File: config.mk
export PLATFORM = sky130hd
export DESIGN_NAME = cfg_regbank
export DESIGN_NICKNAME = d
export VERILOG_FILES = /design/src/rtl/cfg_pkg.sv /design/src/rtl/cfg_sync.sv /design/src/rtl/cfg_ser_rx.sv /design/src/rtl/cfg_par_rx.sv /design/src/rtl/cfg_regfile.sv /design/src/rtl/cfg_regbank.sv
export SDC_FILE = /design/constraint.sdc
export NUM_CORES = 1
export LEC_CHECK = 0
export ABC_AREA = 1
export CORE_ASPECT_RATIO = 0.6
export CORE_MARGIN = 8
export CORE_UTILIZATION = 60
export CTS_BUF_LIST = sky130_fd_sc_hd__clkbuf_8
export DETAILED_ROUTE_END_ITERATION = 10
export DONT_BUFFER_PORTS = 1
export PLACE_DENSITY = 0.76
export SLEW_MARGIN = 10
export SYNTH_ARGS = -nofsm -noshare
export SYNTH_HDL_FRONTEND = slang
export SYNTH_HIERARCHICAL = 1
export SYNTH_SLANG_ARGS = --single-unit
File: constraint.sdc
create_clock -name clk -period 3.2 [get_ports clk]
set_clock_uncertainty 0.1 [all_clocks]
set_input_delay 0.64 -clock clk [delete_from_list [all_inputs] [get_ports clk]]
set_output_delay 0.64 -clock clk [all_outputs]
set_load 0.01 [all_outputs]
File: src/rtl/cfg_pkg.sv
package cfg_pkg;
    localparam int NIB_W  = 4;
    localparam int DATA_W = 2 * NIB_W;
    localparam int ADDR_W = 4;
    localparam int WORD_W = 16;
    localparam int THR_W  = 3;
    localparam int CNT_W  = NIB_W + 1;

    typedef struct packed {
        logic              v;
        logic [ADDR_W-1:0] a;
        logic [DATA_W-1:0] d;
    } cfg_wr_t;

    localparam logic [NIB_W-1:0] DEF_ERR  = 4'd2;
    localparam logic [NIB_W-1:0] DEF_BACK = 4'd1;
    localparam logic [NIB_W-1:0] DEF_FWD  = 4'd7;
    localparam logic [THR_W-1:0] DEF_THR  = 3'd7;
endpackage

File: src/rtl/cfg_sync.sv
module cfg_sync #(
    parameter int          W       = 1,
    parameter int          STAGES  = 2,
    parameter logic [W-1:0] RST_VAL = '0
) (
    input  logic         clk,
    input  logic         rst_n,
    input  logic [W-1:0] d,
    output logic [W-1:0] q
);
    logic [W-1:0] stg_q [STAGES];
    logic [W-1:0] stg_d [STAGES];

    always_comb begin
        stg_d[0] = d;
        for (int i = 1; i < STAGES; i++) stg_d[i] = stg_q[i-1];
    end

    always_ff @(posedge clk or negedge rst_n) begin
        if (!rst_n) begin
            for (int i = 0; i < STAGES; i++) stg_q[i] <= RST_VAL;
        end else begin
            for (int i = 0; i < STAGES; i++) stg_q[i] <= stg_d[i];
        end
    end

    assign q = stg_q[STAGES-1];
endmodule

File: src/rtl/cfg_ser_rx.sv
module cfg_ser_rx
    import cfg_pkg::*;
#(
    parameter logic [DATA_W-1:0] WR_CODE = 8'hFA
) (
    input  logic    clk,
    input  logic    rst_n,
    input  logic    sck_s,
    input  logic    sce_s,
    input  logic    sdi_s,
    output cfg_wr_t wr
);
    localparam int CNT_BITS = $clog2(WORD_W + 2);
    localparam logic [CNT_BITS-1:0] FULL = CNT_BITS'(WORD_W);
    localparam logic [CNT_BITS-1:0] OVER = CNT_BITS'(WORD_W + 1);

    typedef struct packed {
        logic                sck_prev;
        logic                sce_prev;
        logic [DATA_W-1:0]   addr_sh;
        logic [WORD_W-1:0]   word_sh;
        logic [CNT_BITS-1:0] cnt;
        logic                wr_mode;
        cfg_wr_t             wr;
    } ser_st_t;

    ser_st_t st_d, st_q;

    always_comb begin
        st_d          = st_q;
        st_d.sck_prev = sck_s;
        st_d.sce_prev = sce_s;
        st_d.wr.v     = 1'b0;
        if (sck_s && !st_q.sck_prev) begin
            if (!sce_s) begin
                st_d.addr_sh = {sdi_s, st_q.addr_sh[DATA_W-1:1]};
            end else begin
                st_d.word_sh = {sdi_s, st_q.word_sh[WORD_W-1:1]};
                if (st_q.cnt != OVER) st_d.cnt = st_q.cnt + 1'b1;
            end
        end
        if (sce_s && !st_q.sce_prev) begin
            st_d.wr_mode = (st_q.addr_sh == WR_CODE);
            st_d.cnt     = '0;
        end
        if (!sce_s && st_q.sce_prev) begin
            if (st_q.wr_mode && st_q.cnt == FULL) begin
                st_d.wr.v = 1'b1;
                st_d.wr.a = st_q.word_sh[DATA_W +: ADDR_W];
                st_d.wr.d = st_q.word_sh[DATA_W-1:0];
            end
            st_d.wr_mode = 1'b0;
        end
    end

    always_ff @(posedge clk or negedge rst_n) begin
        if (!rst_n) st_q <= '0;
        else        st_q <= st_d;
    end

    assign wr = st_q.wr;
endmodule

File: src/rtl/cfg_par_rx.sv
module cfg_par_rx
    import cfg_pkg::*;
#(
    parameter int SEL_W = 3
) (
    input  logic              clk,
    input  logic              rst_n,
    input  logic              stb_s,
    input  logic [SEL_W-1:0]  sel_s,
    input  logic [DATA_W-1:0] data_s,
    output cfg_wr_t           wr
);
    typedef struct packed {
        logic    stb_prev;
        cfg_wr_t wr;
    } par_st_t;

    par_st_t st_d, st_q;

    always_comb begin
        st_d          = st_q;
        st_d.stb_prev = stb_s;
        st_d.wr.v     = 1'b0;
        if (stb_s && !st_q.stb_prev) begin
            st_d.wr.v = 1'b1;
            st_d.wr.a = ADDR_W'(sel_s);
            st_d.wr.d = data_s;
        end
    end

    always_ff @(posedge clk or negedge rst_n) begin
        if (!rst_n) st_q <= '{stb_prev: 1'b1, wr: '0};
        else        st_q <= st_d;
    end

    assign wr = st_q.wr;
endmodule

File: src/rtl/cfg_regfile.sv
module cfg_regfile
    import cfg_pkg::*;
#(
    parameter int MAX_BLOCK = 189
) (
    input  logic             clk,
    input  logic             rst_n,
    input  cfg_wr_t          wr,
    output logic [NIB_W-1:0] err_back,
    output logic [NIB_W-1:0] err_fwd,
    output logic [CNT_W-1:0] blk_back,
    output logic [CNT_W-1:0] blk_fwd,
    output logic [CNT_W-1:0] frm_back,
    output logic [CNT_W-1:0] frm_fwd,
    output logic [NIB_W-1:0] thresh,
    output logic [DATA_W-1:0] rd_block
);
    localparam logic [NIB_W-1:0] THR_BASE = NIB_W'(1 << THR_W);

    typedef struct packed {
        logic [NIB_W-1:0]  eb, ef;
        logic [NIB_W-1:0]  bb, bf;
        logic [NIB_W-1:0]  fb, ff;
        logic [THR_W-1:0]  thr;
        logic [DATA_W-1:0] rd;
    } regs_t;

    localparam regs_t RST_REGS = '{eb: DEF_ERR, ef: DEF_ERR,
                                   bb: DEF_BACK, bf: DEF_FWD,
                                   fb: DEF_BACK, ff: DEF_FWD,
                                   thr: DEF_THR, rd: '0};

    regs_t r_d, r_q;
    logic [NIB_W-1:0] hi_n, lo_n;

    always_comb begin
        r_d  = r_q;
        hi_n = wr.d[DATA_W-1:NIB_W];
        lo_n = wr.d[NIB_W-1:0];
        if (wr.v) begin
            unique case (wr.a)
                4'd0: begin
                    r_d.eb = hi_n;
                    r_d.ef = lo_n;
                end
                4'd1: begin
                    if (hi_n != '0) r_d.bb = hi_n;
                    if (lo_n != '0) r_d.bf = lo_n;
                end
                4'd2: begin
                    if (hi_n != '0) r_d.fb = hi_n;
                    if (lo_n != '0) r_d.ff = lo_n;
                end
                4'd3: r_d.thr = wr.d[THR_W-1:0];
                4'd4: if (int'(wr.d) <= MAX_BLOCK) r_d.rd = wr.d;
                default: ;
            endcase
        end
    end

    always_ff @(posedge clk or negedge rst_n) begin
        if (!rst_n) r_q <= RST_REGS;
        else        r_q <= r_d;
    end

    assign err_back = r_q.eb;
    assign err_fwd  = r_q.ef;
    assign blk_back = {1'b0, r_q.bb} + 1'b1;
    assign blk_fwd  = {1'b0, r_q.bf} + 1'b1;
    assign frm_back = {1'b0, r_q.fb} + 1'b1;
    assign frm_fwd  = {1'b0, r_q.ff} + 1'b1;
    assign thresh   = THR_BASE + NIB_W'(r_q.thr);
    assign rd_block = r_q.rd;
endmodule

File: src/rtl/cfg_regbank.sv
module cfg_regbank
    import cfg_pkg::*;
#(
    parameter int               SYNC_STAGES = 2,
    parameter int               SEL_W       = 3,
    parameter int               MAX_BLOCK   = 189,
    parameter logic [DATA_W-1:0] WR_CODE    = 8'hFA
) (
    input  logic              clk,
    input  logic              rst_n,
    input  logic              ser_mode,
    input  logic              sck,
    input  logic              sce,
    input  logic              sdi,
    input  logic              par_stb,
    input  logic [SEL_W-1:0]  par_sel,
    input  logic [DATA_W-1:0] par_data,
    output logic [NIB_W-1:0]  err_back,
    output logic [NIB_W-1:0]  err_fwd,
    output logic [CNT_W-1:0]  blk_back,
    output logic [CNT_W-1:0]  blk_fwd,
    output logic [CNT_W-1:0]  frm_back,
    output logic [CNT_W-1:0]  frm_fwd,
    output logic [NIB_W-1:0]  thresh,
    output logic [DATA_W-1:0] rd_block
);
    localparam int SER_W = 3;
    localparam int PAR_W = 1 + SEL_W + DATA_W;

    logic [SER_W-1:0] ser_s;
    logic [PAR_W-1:0] par_s;
    logic             mode_s;
    logic             sce_s;
    cfg_wr_t          ser_wr, par_wr, acc_wr;
    logic             ready_d, ready_q;
    logic             acc_v, ser_v;

    cfg_sync #(.W(SER_W), .STAGES(SYNC_STAGES), .RST_VAL('0)) u_ser_sync (
        .clk(clk), .rst_n(rst_n), .d({sck, sce, sdi}), .q(ser_s));

    cfg_sync #(.W(PAR_W), .STAGES(SYNC_STAGES),
               .RST_VAL({1'b1, {(PAR_W-1){1'b0}}})) u_par_sync (
        .clk(clk), .rst_n(rst_n), .d({par_stb, par_sel, par_data}), .q(par_s));

    cfg_sync #(.W(1), .STAGES(SYNC_STAGES), .RST_VAL(1'b1)) u_mode_sync (
        .clk(clk), .rst_n(rst_n), .d(ser_mode), .q(mode_s));

    assign sce_s = ser_s[1];

    cfg_ser_rx #(.WR_CODE(WR_CODE)) u_ser (
        .clk(clk), .rst_n(rst_n),
        .sck_s(ser_s[2]), .sce_s(sce_s), .sdi_s(ser_s[0]),
        .wr(ser_wr));

    cfg_par_rx #(.SEL_W(SEL_W)) u_par (
        .clk(clk), .rst_n(rst_n),
        .stb_s(par_s[PAR_W-1]),
        .sel_s(par_s[DATA_W +: SEL_W]),
        .data_s(par_s[DATA_W-1:0]),
        .wr(par_wr));

    always_comb begin
        ready_d = 1'b1;
        acc_wr  = mode_s ? ser_wr : par_wr;
        acc_wr.v = acc_wr.v & ready_q;
    end

    always_ff @(posedge clk or negedge rst_n) begin
        if (!rst_n) ready_q <= 1'b0;
        else        ready_q <= ready_d;
    end

    assign acc_v = acc_wr.v;
    assign ser_v = ser_wr.v;

    cfg_regfile #(.MAX_BLOCK(MAX_BLOCK)) u_regs (
        .clk(clk), .rst_n(rst_n), .wr(acc_wr),
        .err_back(err_back), .err_fwd(err_fwd),
        .blk_back(blk_back), .blk_fwd(blk_fwd),
        .frm_back(frm_back), .frm_fwd(frm_fwd),
        .thresh(thresh), .rd_block(rd_block));
endmodule

==> run_results.csv, run 1 <==
group,metric,value,unit
cts,cts_setup_buffers,0,
drt,wirelength,9480,um
timing,relSlewSlack,53.5,%
cells_and_area,layout.nets,564,
status,status,"finished, violations left",
synthesis,ys_types,28,
cts,clk_pin_slew,0.07,ns
drt,first_iter_violations,197,
timing,finalCritPeriodShare,74.1,%
hold_path,min_path_type,"input port to asynchronous set/reset pin",
drt,drc,0,
timing,hold_ws,-0.189,ns
floorplanning,num_rows,27,
drt,ant_nets,0,
worst_setup_path,worstPathArrival,2.63,ns
power,p_total,3.50,mW
synthesis,avgSynthCellArea,9.79,um^2
worst_setup_path,cpMaxStageDelayCell,"dfstp_2",
timing,setup_violations,0,
worst_setup_path,worst_setup_path_end_kind,"register",
grt,grt_overflow,0,
grt,track_usage,15.8,%
timing,setup_ws,0.828,ns
worst_setup_path,cp.depth,6,
cts,clock-root-buffer,"clkbuf_8",
cts,insertion_delay,0.43,ns
grt,grt_pass1_vias,3299,
power,p_leak,2.72,nW
worst_setup_path,cp_top_family,"flip-flops",
floorplanning,die_w,141,um
floorplanning,core,9190,um^2
worst_setup_path,crit_path_max_fanout,26,
timing,timing.fmax,0.422,GHz
placed_design,gp_congestion,0.777,
power,ir_drop,0.442,mV
placed_design,numPortBuffers,0,
cts,cts_resized,0,
cells_and_area,layout_commonest_cell,"nand2_1",
placed_design,dp_hpwl,6660,um
cts,cts_tree,"built",
grt,antenna_found_initial,0,
cts,htree_levels,4,
timing,period_minus_slack,2.37,ns
synthesis,synth_fp_nets,606,
cts,numCtsBuffers,17,
drt,via_per_inst,5.03,
cells_and_area,final_cell_mix,"nand2_1 (138), dfrtp_1 (108), inv_1 (57)",
cts,numClockSinks,126,
status,failed_checks,"hold timing",
timing,rsz0062_at_grt,"false",
worst_setup_path,required,3.46,ns
run,maxCapViolCount,0,
drt,vias,3418,
grt,grt_max_degree,127,
cells_and_area,synthToLayoutAreaGrowth,1.39,%
timing,slew_violations,0,
drt,drtPass1Iterations,4,
synthesis,yosysWarningCount,6,
floorplanning,pin_count,58,
floorplanning,die_h,91.3,um
worst_setup_path,start_kind,"register",
grt,grt_pass1_wl,16100,um
synthesis,synth_seq_cells,126,
drt,wl_per_cell,13.9,um
timing,finalSetupTns,0,ns
worst_setup_path,crit_top_cell,"nand2_1",
worst_setup_path,cp_num_buf_inv,1,
synthesis,synth_area,5670,um^2
synthesis,ys_seq_area_share,56.0,%
placed_design,dp_worst_setup_slack,0.855,ns
worst_setup_path,crit_type,"register to register",
synthesis,syn_inst,579,
worst_setup_path,r2r_cells,6,
timing,hold_viol_final,112,
cells_and_area,final_layout_size_suffix_gt1_share,21.1,%
timing,tightest_slew,0.690,ns
cts,clock_path_buffers,2,
floorplanning,start_util,61.7,%
floorplanning,die_area,12900,um^2
worst_setup_path,slowest_delay,0.84,ns
cells_and_area,antenna_cells,0,
worst_setup_path,crit_chain,"o21ai_0 > inv_1 > nand4_1 > nand3_2 > nand2_1 > nand2_1",
power,powerDensity,608,nW/um^2
registers in the layout, indices dropped and copies added (netlist names), 4 cells and up:
name	count
u_par_sync/q	12
u_regs/r_q	19
u_regs/err_fwd	4
u_regs/err_back	4
u_ser/wr	13
u_par_sync/stg_d	12
u_ser/st_q	32
u_regs/rd_block	8
u_par/wr	12
kinds of logic (layout without fill, tap and decap cells):
| kind of cell | count (synthesis) | in the layout | share of synthesized area [%] |
|---|---|---|---|
| fa+ha+maj | 9 | 9 | 1.99 |
| compound gates | 59 | 59 | 6.58 |
| xor+xnor | 9 | 9 | 1.39 |
| flops | 126 | 126 | 56.0 |
| other cells | 3 | 3 | 0.199 |
| simple gates | 244 | 244 | 20.9 |
| buf+inv | 129 | 100 | 13.0 |
cells in the mapped netlist, drive strengths merged:
| master | n | area (um^2) |
|---|---|---|
| conb | 3 | 11.3 |
| ha | 9 | 113 |
| inv | 66 | 248 |
| o21bai | 1 | 7.51 |
| o21ai | 56 | 355 |
| nand4 | 22 | 138 |
| nor2 | 12 | 62.6 |
| clkbuf | 3 | 11.3 |
| dfrtp | 108 | 2700 |
| nor3 | 6 | 63.8 |
| buf | 60 | 477 |
| nand2 | 162 | 683 |
| dfstp | 18 | 473 |
| nand3 | 42 | 235 |
| a21oi | 2 | 10.0 |
| xor2 | 9 | 78.8 |
report_power, final:
part / leakage, nW / switching [mW] / internal (mW)
sequential: 1.58 / 0.123 / 1.75
clock: 0.191 / 0.646 / 0.670
combinational: 0.953 / 0.204 / 0.0987
total: 2.72 / 0.974 / 2.52
worst register-to-register path: stages (launching register included):
cell	delay, ns
dfstp_2	0.84
o21ai_0	0.39
inv_1	0.20
nand4_1	0.38
nand3_2	0.26
nand2_1	0.08
nand2_1	0.06
through the flow:
step	hold slack [ns]	cell area [um^2]	utilization, %	cells
finish	-0.189	5750	62.6	680
global route	-0.234	5750	62.6	680
CTS	-0.221	5750	62.6	680
detailed placement	0.235	5360	58.3	648
global placement	0.232	5360	58.3	648
floorplan	0.231	5670	-	579
layout make-up:
class                           count  area, um^2
Sequential cell                   126        3180
Timing Repair Buffer                2        15.0
Inverter                           66         248
Multi-Input combinational cell    324        1760
Clock inverter                     13         128
Clock buffer                       19         262
Tap cell                          130         163
Fill cell                         754        3440
worst paths after layout:
path | start | slack [ns] | end
worst max-delay path | u_mode_sync/q$_DFF_PN1_ | 0.83 | u_regs/r_q[14]$_DFFE_PN0P_
max in group asynchronous | rst_n | 2.96 | u_regs/r_q[11]$_DFFE_PN1P_
worst min register to register | u_par_sync/stg_d[4]$_DFF_PN0_ | 0.25 | u_par_sync/q[4]$_DFF_PN0_
min in group clk | par_stb | 0.10 | u_par_sync/stg_d[11]$_DFF_PN1_
worst min-delay path | rst_n | -0.19 | u_ser_sync/stg_d[0]$_DFF_PN0_
worst max register to register | u_mode_sync/q$_DFF_PN1_ | 0.83 | u_regs/r_q[14]$_DFFE_PN0P_
metal layers:
metal / vias to the layer above / track usage [%] / wire (um)
li1: 1724 / - / -
met1: 1598 / 21.9 / 4590
met2: 87 / 22.0 / 4110
met3: 9 / 5.59 / 682
met4: 0 / 6.84 / 102
met5: - / 0 / 0
Power figures use the tool's default switching activity.
==> run 2, diff against run 1 <==
==> constraint.sdc (replaced) <==
create_clock -name clk -period 2.4 [get_ports clk]
set_clock_uncertainty 0.1 [all_clocks]
set_input_delay 0.48 -clock clk [delete_from_list [all_inputs] [get_ports clk]]
set_output_delay 0.48 -clock clk [all_outputs]
set_load 0.01 [all_outputs]
==> run 2 against run 1 <==
The run still ends with hold timing left. Via count up 4.5%. Sequential power up 33%. Clock power up 36%. Non-clock buffer count up 19. First-iteration DRC count up 9.6%. Combinational power up 44%. Largest power group unchanged. Highest routed layer unchanged.
==> run_results.csv, run 2 (synthesis gave the netlist of run 1 again) <==
group,metric,value,unit
power,clockPowerShare,38.0,%
cells_and_area,final_layout_size_suffix_gt1_share,20.9,%
floorplanning,pin_count,58,
floorplanning,core,9190,um^2
cts,clock_path_buffers,2,
hold_path,min_path_type,"input port to asynchronous set/reset pin",
cells_and_area,synthToLayoutAreaGrowth,4.75,%
cells_and_area,antenna_cells,0,
drt,first_iter_violations,216,
grt,antenna_found_initial,0,
timing,tightest_slew,0.681,ns
power,p_switching,1.31,mW
cells_and_area,largest_reg_flops,32,
worst_setup_path,rr_startpoint,"u_mode_sync/q$_DFF_PN1_",
cells_and_area,final_cell_mix,"nand2_1 (138), dfrtp_1 (108), inv_1 (57)",
timing,hold_viol_final,126,
timing,period_minus_slack,2.20,ns
worst_setup_path,crit_chain,"buf_4 > o21ai_2 > nor2_2 > inv_2 > nor3_4 > nand3_2 > nand2_1 > nand2_1",
worst_setup_path,start_kind,"register",
worst_setup_path,startpoint,"u_mode_sync/q$_DFF_PN1_",
cts,numClockSinks,126,
power,ir_drop,0.515,mV
cells_and_area,layout_commonest_cell,"nand2_1",
power,swShare,27.6,%
cts,htree_levels,4,
cts,cts_setup_buffers,0,
cts,numCtsBuffers,17,
placed_design,dp_hpwl,6880,um
worst_setup_path,worstPathArrival,2.41,ns
power,p_total,4.73,mW
timing,slew_violations,0,
worst_setup_path,r2r-end,"u_regs/r_q[24]$_DFFE_PN0P_",
cells_and_area,regMostFlops,"u_ser/st_q",
status,status,"finished, violations left",
timing,finalSetupTns,0,ns
floorplanning,start_util,61.7,%
timing,rsz0062_at_grt,"false",
worst_setup_path,crit_path_max_fanout,16,
drt,drtPass1Iterations,4,
cts,insertion_delay,0.43,ns
drt,ant_nets,0,
grt,met1_usage,22.3,%
power,p_leak,2.81,nW
drt,vias,3571,
worst_setup_path,worst_setup_path_end_kind,"register",
grt,grt_pass1_vias,3512,
worst_setup_path,slowest_delay,0.70,ns
worst_setup_path,required,2.61,ns
worst_setup_path,crit_top_cell,"nand2_1",
grt,grt_max_degree,127,
floorplanning,die_w,141,um
worst_setup_path,r2r_cells,8,
grt,grt_busiest_layer,"met2",
grt,track_usage,16.5,%
drt,via_per_inst,5.11,
grt,met3_usage,6.90,%
drt,wl_per_cell,14.2,um
timing,setup_violations,0,
worst_setup_path,crit_type,"register to register",
status,failed_checks,"hold timing",
grt,met2_usage,24.1,%
cts,clk_pin_slew,0.08,ns
cts,cts_resized,0,
drt,drc,0,
timing,hold_ws,-0.355,ns
floorplanning,die_area,12900,um^2
floorplanning,die_h,91.3,um
timing,timing.fmax,0.454,GHz
power,powerDensity,797,nW/um^2
cells_and_area,layout.nets,583,
grt,grt_overflow,0,
power,p_int,3.43,mW
cts,clock-root-buffer,"clkbuf_8",
power,sequentialPowerShare,52.8,%
grt,grt_pass1_wl,17000,um
timing,finalCritPeriodShare,91.7,%
floorplanning,num_rows,27,
drt,wirelength,9900,um
worst_setup_path,cpMaxStageDelayCell,"dfstp_2",
power,power_frac_comb,9.2,%
cts,cts_tree,"built",
placed_design,gp_congestion,0.795,
placed_design,numPortBuffers,0,
cts,holdBufCountCts,16,
timing,relSlewSlack,54.1,%
worst_setup_path,r2r_slack,0.20,ns
run,maxCapViolCount,0,
==> run 2: cell count changes in the layout (fill, tap and decap cells not counted), sizes merged <==
cell / before / now
buf: 2 / 5
bufinv: 1 / 2
clkbuf: 19 / 17
clkinv: 3 / 7
dlygate4sd3: 0 / 16
inv: 72 / 69
==> run 2: final cells by class <==
cell class | instances | area (um^2)
timing repair buffer | 21 | 198
multi-input combinational | 324 | 1760
sequential | 126 | 3180
clock inverter | 15 | 163
clock buffer | 17 | 234
fill | 755 | 3250
inverter | 66 | 248
tap | 130 | 163
==> run 2: worst max-delay path by stage <==
stage / endpoint / slack [ns]
after floorplan: u_regs/r_q[14]$_DFFE_PN0P_ / 0.59
after global placement: u_regs/r_q[22]$_DFFE_PN0P_ / 0.36
after detailed placement: u_regs/r_q[24]$_DFFE_PN0P_ / 0.23
after CTS: u_regs/r_q[17]$_DFFE_PN0P_ / 0.22
after global routing: u_regs/r_q[24]$_DFFE_PN0P_ / 0.04
final: u_regs/r_q[24]$_DFFE_PN0P_ / 0.20
==> run 2: layer usage <==
| metal | up-vias | routed length [um] |
|---|---|---|
| li1 | 1753 | - |
| met1 | 1716 | 4710 |
| met2 | 92 | 4360 |
| met3 | 10 | 757 |
| met4 | 0 | 81 |
| met5 | - | 0 |
==> run 2: worst max-delay path: cells and delay by family (launching register included) <==
kind	cells	cell delay, ns
flip-flops	1	0.70
AO/OA/AOI/OAI	1	0.09
buffers and inverters	2	0.34
AND/OR/NAND/NOR	5	0.85
==> run 2: power by group through the flow <==
stage / Clock (mW) / Combinational, mW / Sequential, mW
finish: 1.80 / 0.435 / 2.50
CTS: 1.84 / 0.436 / 2.50
detailed placement: 0 / 0.414 / 2.54
floorplan: 0 / 0.475 / 2.46
global placement: 0 / 0.394 / 2.53
global route: 1.94 / 0.498 / 2.53
==> run 2: metrics by stage <==
| step | cells | util [%] | instance area (um^2) | hold WS [ns] | setup slack, ns |
|---|---|---|---|---|---|
| 2_1_floorplan | 579 | - | 5670 | 0.0844 | 0.590 |
| 3_3_place_gp | 651 | 58.6 | 5380 | 0.0890 | 0.357 |
| 3_5_place_dp | 651 | 58.6 | 5380 | 0.0898 | 0.233 |
| 4_1_cts | 699 | 64.6 | 5940 | -0.380 | 0.216 |
| 5_1_grt | 699 | 64.6 | 5940 | -0.390 | 0.0423 |
| 6_report | 699 | 64.6 | 5940 | -0.355 | 0.198 |
